File: config.mk
export PLATFORM = sky130hd
export DESIGN_NAME = gpio_sense_port
export DESIGN_NICKNAME = d
export VERILOG_FILES = /design/src/rtl/gpio_sense_pkg.sv /design/src/rtl/gpio_sense_sync.sv /design/src/rtl/gpio_sense_detect.sv /design/src/rtl/gpio_sense_regs.sv /design/src/rtl/gpio_sense_port.sv
export SDC_FILE = /design/constraint.sdc
export NUM_CORES = 1
export LEC_CHECK = 0
export BUFFER_PORTS_ARGS = -buffer_cell sky130_fd_sc_hd__buf_4
export CAP_MARGIN = 20
export CORE_AREA = 2 2 197 199
export CTS_CLUSTER_SIZE = 14
export DETAILED_ROUTE_END_ITERATION = 7
export DIE_AREA = 0 0 199 201
export PLACE_DENSITY = 0.81
export SKIP_LAST_GASP = 1
export SYNTH_ARGS = -nofsm -noshare
export SYNTH_HDL_FRONTEND = slang
export SYNTH_HIERARCHICAL = 1
export SYNTH_SLANG_ARGS = --single-unit
File: constraint.sdc
create_clock -name clk -period 1.8 [get_ports clk]
set_input_delay 0.36 -clock clk [delete_from_list [all_inputs] [get_ports clk]]
set_output_delay 0.36 -clock clk [all_outputs]
set_load 0.1 [all_outputs]
File: src/rtl/gpio_sense_pkg.sv
package gpio_sense_pkg;

  localparam int unsigned ADDR_W = 4;

  typedef enum logic [ADDR_W-1:0] {
    RG_DATA   = 4'd0,
    RG_DEN    = 4'd1,
    RG_DIR    = 4'd2,
    RG_PUN    = 4'd3,
    RG_PD     = 4'd4,
    RG_SENSE  = 4'd5,
    RG_BOTH   = 4'd6,
    RG_EVT    = 4'd7,
    RG_IEN    = 4'd8,
    RG_RAW    = 4'd9,
    RG_MASKED = 4'd10,
    RG_CLEAR  = 4'd11
  } gpio_reg_e;

endpackage

File: src/rtl/gpio_sense_sync.sv
// Two-flop synchronizer plus one extra stage holding the previous sample.
module gpio_sense_sync #(
  parameter int unsigned W = 32
) (
  input  logic         clk,
  input  logic         rst_n,
  input  logic [W-1:0] pin_in,
  output logic [W-1:0] lvl,
  output logic [W-1:0] prev
);

  logic [W-1:0] meta_q, lvl_q, prev_q;
  logic [W-1:0] meta_d, lvl_d, prev_d;

  always_comb begin
    meta_d = pin_in;
    lvl_d  = meta_q;
    prev_d = lvl_q;
  end

  always_ff @(posedge clk or negedge rst_n) begin
    if (!rst_n) begin
      meta_q <= '0;
      lvl_q  <= '0;
      prev_q <= '0;
    end else begin
      meta_q <= meta_d;
      lvl_q  <= lvl_d;
      prev_q <= prev_d;
    end
  end

  assign lvl  = lvl_q;
  assign prev = prev_q;

endmodule

File: src/rtl/gpio_sense_detect.sv
// Per-pin event detection and raw status storage.
module gpio_sense_detect #(
  parameter int unsigned W = 32
) (
  input  logic         clk,
  input  logic         rst_n,
  input  logic [W-1:0] lvl,
  input  logic [W-1:0] prev,
  input  logic [W-1:0] sense,
  input  logic [W-1:0] both,
  input  logic [W-1:0] evt,
  input  logic [W-1:0] clr,
  output logic [W-1:0] raw
);

  logic [W-1:0] raw_q, raw_d;

  for (genvar i = 0; i < W; i++) begin : g_pin
    logic rise, fall, hit;
    always_comb begin
      rise = lvl[i] & ~prev[i];
      fall = ~lvl[i] & prev[i];
      if (both[i]) hit = rise | fall;
      else         hit = evt[i] ? rise : fall;
      if (sense[i]) raw_d[i] = evt[i] ? lvl[i] : ~lvl[i];
      else          raw_d[i] = (raw_q[i] & ~clr[i]) | hit;
    end
  end

  always_ff @(posedge clk or negedge rst_n) begin
    if (!rst_n) raw_q <= '0;
    else        raw_q <= raw_d;
  end

  assign raw = raw_q;

endmodule

File: src/rtl/gpio_sense_regs.sv
// Register file with read multiplexer and clear pulse generation.
module gpio_sense_regs
  import gpio_sense_pkg::*;
#(
  parameter int unsigned W = 32
) (
  input  logic              clk,
  input  logic              rst_n,
  input  logic              wr_req,
  input  logic [ADDR_W-1:0] addr,
  input  logic [W-1:0]      wdata,
  input  logic [W-1:0]      lvl,
  input  logic [W-1:0]      raw,
  output logic [W-1:0]      rdata,
  output logic [W-1:0]      out_q,
  output logic [W-1:0]      den_q,
  output logic [W-1:0]      dir_q,
  output logic [W-1:0]      pun_q,
  output logic [W-1:0]      pd_q,
  output logic [W-1:0]      sense_q,
  output logic [W-1:0]      both_q,
  output logic [W-1:0]      evt_q,
  output logic [W-1:0]      ien_q,
  output logic [W-1:0]      clr_vec
);

  logic [W-1:0] out_d, den_d, dir_d, pun_d, pd_d, sense_d, both_d, evt_d, ien_d;
  logic we_data, we_den, we_dir, we_pun, we_pd, we_sense, we_both, we_evt, we_ien, we_clr;

  always_comb begin
    we_data  = wr_req && (addr == RG_DATA);
    we_den   = wr_req && (addr == RG_DEN);
    we_dir   = wr_req && (addr == RG_DIR);
    we_pun   = wr_req && (addr == RG_PUN);
    we_pd    = wr_req && (addr == RG_PD);
    we_sense = wr_req && (addr == RG_SENSE);
    we_both  = wr_req && (addr == RG_BOTH);
    we_evt   = wr_req && (addr == RG_EVT);
    we_ien   = wr_req && (addr == RG_IEN);
    we_clr   = wr_req && (addr == RG_CLEAR);

    out_d   = we_data  ? ((out_q & ~den_q) | (wdata & den_q)) : out_q;
    den_d   = we_den   ? wdata : den_q;
    dir_d   = we_dir   ? wdata : dir_q;
    pun_d   = we_pun   ? wdata : pun_q;
    pd_d    = we_pd    ? wdata : pd_q;
    sense_d = we_sense ? wdata : sense_q;
    both_d  = we_both  ? wdata : both_q;
    evt_d   = we_evt   ? wdata : evt_q;
    ien_d   = we_ien   ? wdata : ien_q;
    clr_vec = we_clr   ? wdata : '0;
  end

  always_ff @(posedge clk or negedge rst_n) begin
    if (!rst_n) begin
      out_q   <= '0;
      den_q   <= '0;
      dir_q   <= '0;
      pun_q   <= '1;
      pd_q    <= '0;
      sense_q <= '0;
      both_q  <= '0;
      evt_q   <= '0;
      ien_q   <= '0;
    end else begin
      out_q   <= out_d;
      den_q   <= den_d;
      dir_q   <= dir_d;
      pun_q   <= pun_d;
      pd_q    <= pd_d;
      sense_q <= sense_d;
      both_q  <= both_d;
      evt_q   <= evt_d;
      ien_q   <= ien_d;
    end
  end

  always_comb begin
    unique case (addr)
      RG_DATA:   rdata = lvl & den_q;
      RG_DEN:    rdata = den_q;
      RG_DIR:    rdata = dir_q;
      RG_PUN:    rdata = pun_q;
      RG_PD:     rdata = pd_q;
      RG_SENSE:  rdata = sense_q;
      RG_BOTH:   rdata = both_q;
      RG_EVT:    rdata = evt_q;
      RG_IEN:    rdata = ien_q;
      RG_RAW:    rdata = raw;
      RG_MASKED: rdata = raw & ien_q;
      default:   rdata = '0;
    endcase
  end

endmodule

File: src/rtl/gpio_sense_port.sv
module gpio_sense_port
  import gpio_sense_pkg::*;
#(
  parameter int unsigned W = 32
) (
  input  logic              clk,
  input  logic              rst_n,
  input  logic              bus_valid,
  input  logic              bus_write,
  input  logic [ADDR_W-1:0] bus_addr,
  input  logic [W-1:0]      bus_wdata,
  output logic [W-1:0]      bus_rdata,
  input  logic [W-1:0]      pin_in,
  output logic [W-1:0]      pin_out,
  output logic [W-1:0]      pin_oe,
  output logic [W-1:0]      pull_up_n,
  output logic [W-1:0]      pull_dn,
  output logic              irq
);

  logic [W-1:0] lvl, prev, raw_q;
  logic [W-1:0] out_q, den_q, dir_q, pun_q, pd_q, sense_q, both_q, evt_q, ien_q, clr_vec;
  logic         wr_req;
  logic         irq_q, irq_d;

  assign wr_req = bus_valid & bus_write;

  gpio_sense_sync #(.W(W)) u_sync (
    .clk    (clk),
    .rst_n  (rst_n),
    .pin_in (pin_in),
    .lvl    (lvl),
    .prev   (prev)
  );

  gpio_sense_regs #(.W(W)) u_regs (
    .clk     (clk),
    .rst_n   (rst_n),
    .wr_req  (wr_req),
    .addr    (bus_addr),
    .wdata   (bus_wdata),
    .lvl     (lvl),
    .raw     (raw_q),
    .rdata   (bus_rdata),
    .out_q   (out_q),
    .den_q   (den_q),
    .dir_q   (dir_q),
    .pun_q   (pun_q),
    .pd_q    (pd_q),
    .sense_q (sense_q),
    .both_q  (both_q),
    .evt_q   (evt_q),
    .ien_q   (ien_q),
    .clr_vec (clr_vec)
  );

  gpio_sense_detect #(.W(W)) u_detect (
    .clk   (clk),
    .rst_n (rst_n),
    .lvl   (lvl),
    .prev  (prev),
    .sense (sense_q),
    .both  (both_q),
    .evt   (evt_q),
    .clr   (clr_vec),
    .raw   (raw_q)
  );

  always_comb irq_d = |(raw_q & ien_q);

  always_ff @(posedge clk or negedge rst_n) begin
    if (!rst_n) irq_q <= 1'b0;
    else        irq_q <= irq_d;
  end

  assign pin_out   = out_q;
  assign pin_oe    = dir_q;
  assign pull_up_n = pun_q;
  assign pull_dn   = pd_q;
  assign irq       = irq_q;

endmodule

==> metrics.md <==
| Metric | Value |
|---|---|
| WP data required | `1.44 ns` |
| Layout cell share with drive strength beyond 1 | `0.5052` |
| I/O pins | `233` |
| Chip height | `201 µm` |
| Initial antenna violation count | `3` |
| Syn nets | `1778` |
| Fin. Hold Viols | `0` |
| DIE AREA | `0.04000 mm²` |
| Fmax | `405.0 MHz` |
| Power after layout | `34080 µW` |
| Vias in the first global route | `17.13k` |
| Pre-antenna DRT Iters | `5` |
| P per Cell Area | `1235 mW/mm²` |
| CTS Root Cell | `clkbuf_16` |
| Cell count after synthesis | `1642` |
| Slew HR | `0.7228` |
| Die W | `199 µm` |
| Starting Density | `0.5203` |
| R2R Setup Slk | `0 ns` |
| Layout area overhead | `39.19%` |
| Synth top area cells | `dfrtp_1, mux2_2, dfstp_2, ha_1, a22oi_1` |
| Hold path endpoint | `u_regs/sense_q[13]` |
| Worst reg2reg endpoint | `irq` |
| Row count | `72` |
| Crit path DAT | `2.11 ns` |
| Dpl ws | `-0.4989 ns` |
| Filler cells | `2287` |
| Final worst slack | `-0.6694 ns` |
| Failing checks | `setup timing` |
| Critical R2R Launch | `u_regs/ien_q[25]` |
| Period utilisation layout | `1.372` |
| Setup violators final | `34` |
| Run status | `finished, violations left` |
| Sequential cell area fraction in the yosys report | `0.5283` |
| Worst hold start | `bus_wdata[13]` |
| Actual slew at the worst max-slew pin | `0.4141 ns` |
| I/O Buffers | `232` |
| Hold path cells | `2` |
| DRT antenna net count | `0` |
| Gp weighted congestion | `0.9497` |
| Detailed placement HPWL | `43.16 mm` |
| Critical path peak fanout | `2` |
| Slew Viols, Final | `0` |
| Area of the multi-input gates | `0.009344 mm²` |
| Mean Syn Cell Area | `12.07 µm²` |
| Util after Layout | `0.7242` |
| Vias per cell | `6.060` |
| Unrepaired setup endpoints after global routing | `yes` |
| Core box area | `0.03811 mm²` |
| Synth Register Bits | `417` |
| Largest net degree at the start of global routing | `77` |
| Gr usage total | `0.3284` |
| Lkg Pwr | `0.01304 µW` |
| FF+latch area | `0.01054 mm²` |
| Max clock buf depth | `3` |
| Reg clk slew, reported paths | `0.06 ns` |
| Area share of the largest cell type after synthesis | `0.4859` |
| H-tree depth | `2` |
| Clock Skew | `0.01310 ns` |
| Critical Path Start Type | `flop` |
| Grt ovf | `0` |
| Worst hold slack | `0.08040 ns` |
| WS Path Type | `flop to primary output` |
| DRT iter0 DRCs | `1484` |
| Largest area contributor in the netlist | `dfrtp_1` |
| Async SR Flop Fraction | `1.000` |
| DRC viols | `0` |
| WL final | `66.31 mm` |
| Clock Sink Count | `417` |
| Main flop type after synthesis | `dfrtp_1` |
| Wire per inst | `24.97 µm` |
| Count leader, synth | `dfrtp_1` |
| Worst-Skew Late Latency | `0.58 ns` |
| Final min period | `2.469 ns` |
| CTS tree | `done` |
| Worst vdd ir | `1203 µV` |
| Nets | `2233` |
| Crit end category | `primary output` |
| Synthesized area | `0.01983 mm²` |
| Count of different cell masters after synthesis | `53` |
| Worst hold path type | `input port to flop` |
| Via Count | `16.09k` |
| First-pass GRT wire length | `99.19 mm` |
| # Max-Cap Violations | `0` |
| Synth cell count leaders | `dfrtp_1, mux2_2, inv_1` |
| Cts bufs inserted | `45` |
| Worst Reg-to-Reg Cells | `6` |
| Synth warnings | `6` |
| Post-synth EDFFs | `0` |
## power by group
part,internal [µW],switching (µW)
clock network,5890,3890
logic,4190,7370
registers,11100,1660
total,21200,12900
## critical path, stage by stage (launching register included)
cell and delay, ns:
dfrtp_4 0.50, mux2i_1 0.16, nor3_1 0.07, a41o_1 0.20, or3_4 0.41, buf_12 0.18
## final cells by class
| cell class | instances | share of cell area |
|---|---|---|
| diodes | 3 | 0.0002720 |
| clock buffers | 69 | 0.04888 |
| clock inverters | 15 | 0.007662 |
| inverters | 130 | 0.01768 |
| multi-input cells | 977 | 0.3386 |
| flip-flops and latches | 417 | 0.3818 |
| well taps | 518 | 0.02349 |
| repair buffers | 526 | 0.1816 |
## what timing repair did
| item | 4_1_cts | 5_1_grt |
|---|---|---|
| endpoints found under the hold margin | 83 | 0 |
| endpoints found under the setup margin | 54 | 35 |
| hold buffers | 33 | 0 |
| buffers inserted | 65 | 13 |
| gates resized for setup | 165 | 63 |
| gates cloned | 2 | 1 |
| pin swaps | 41 | 38 |
## registers in the layout, summed over array words and instances (netlist names), named ones only
signal,flops
u_regs/pd_q,32
u_detect/raw,32
u_regs/sense_q,32
u_sync/lvl,32
irq,1
u_regs/den_q,32
u_regs/both_q,32
u_sync/prev,32
u_regs/pun_q,32
u_regs/dir_q,32
u_regs/evt_q,32
u_sync/lvl_d,32
u_regs/ien_q,32
## metal layers
layer	vias to the layer above	wire length [µm]	global-route usage
met5	-	58	0
met4	2	3996	0.2063
met3	274	5885	0.06200
met2	971	31640	0.5221
met1	8093	24730	0.4138
li1	6750	-	-
## worst max-delay path by stage
stage | startpoint | end | cells after the start
4_1_cts | u_regs/pd_q[21] | bus_rdata[21] | 5
3_5_place_dp | bus_addr[0] | bus_rdata[22] | 6
2_1_floorplan | bus_addr[3] | bus_rdata[20] | 6
5_1_grt | u_regs/pd_q[21] | bus_rdata[21] | 5
6_report | u_regs/pd_q[21] | bus_rdata[21] | 5
3_3_place_gp | bus_addr[0] | bus_rdata[22] | 6
## stage by stage
step / cells / TNS [ns] / cell area [µm²]
2_1_floorplan: 1642 / -10.31 / 20570
3_3_place_gp: 2456 / -88.25 / 24100
3_5_place_dp: 2456 / -101.23 / 24100
4_1_cts: 2640 / -13.94 / 27210
5_1_grt: 2655 / -15.15 / 27600
6_report: 2655 / -13.92 / 27600
## placed cells by master (no fill, tap or decap), types with 5 or more instances in the layout
cell	instances
a211o_4	11
a21o_1	13
a21oi_1	10
a21oi_2	10
a22o_1	17
a22oi_1	28
a22oi_2	44
a2bb2oi_2	12
a32oi_1	5
a32oi_2	7
and2_1	35
buf_12	63
buf_4	395
buf_6	31
bufinv_16	5
clkbuf_1	13
clkbuf_16	48
clkbuf_8	9
clkinv_2	7
dfrtp_1	343
dfrtp_2	41
dfstp_2	30
dlygate4sd3_1	33
ha_1	64
inv_1	130
mux2_1	14
mux2_2	280
mux2i_1	42
nand2_1	102
nor2_1	35
o2111ai_4	13
o211ai_1	13
o21ai_0	17
o21ai_1	12
o22ai_1	44
o22ai_2	16
o31a_1	32
xor2_1	32
## logic make-up (layout without fill, tap and decap cells)
logic type,after synthesis,count (layout),synth area share
simple gates,211,211,0.05004
mux,344,344,0.1929
other cells,0,3,0
compound gates,326,326,0.1202
xor+xnor,32,32,0.01414
fa+ha+maj,64,64,0.04039
flops,417,417,0.5283
buf+inv,248,740,0.05402
Note: power is estimated with default switching activity, not from simulation.
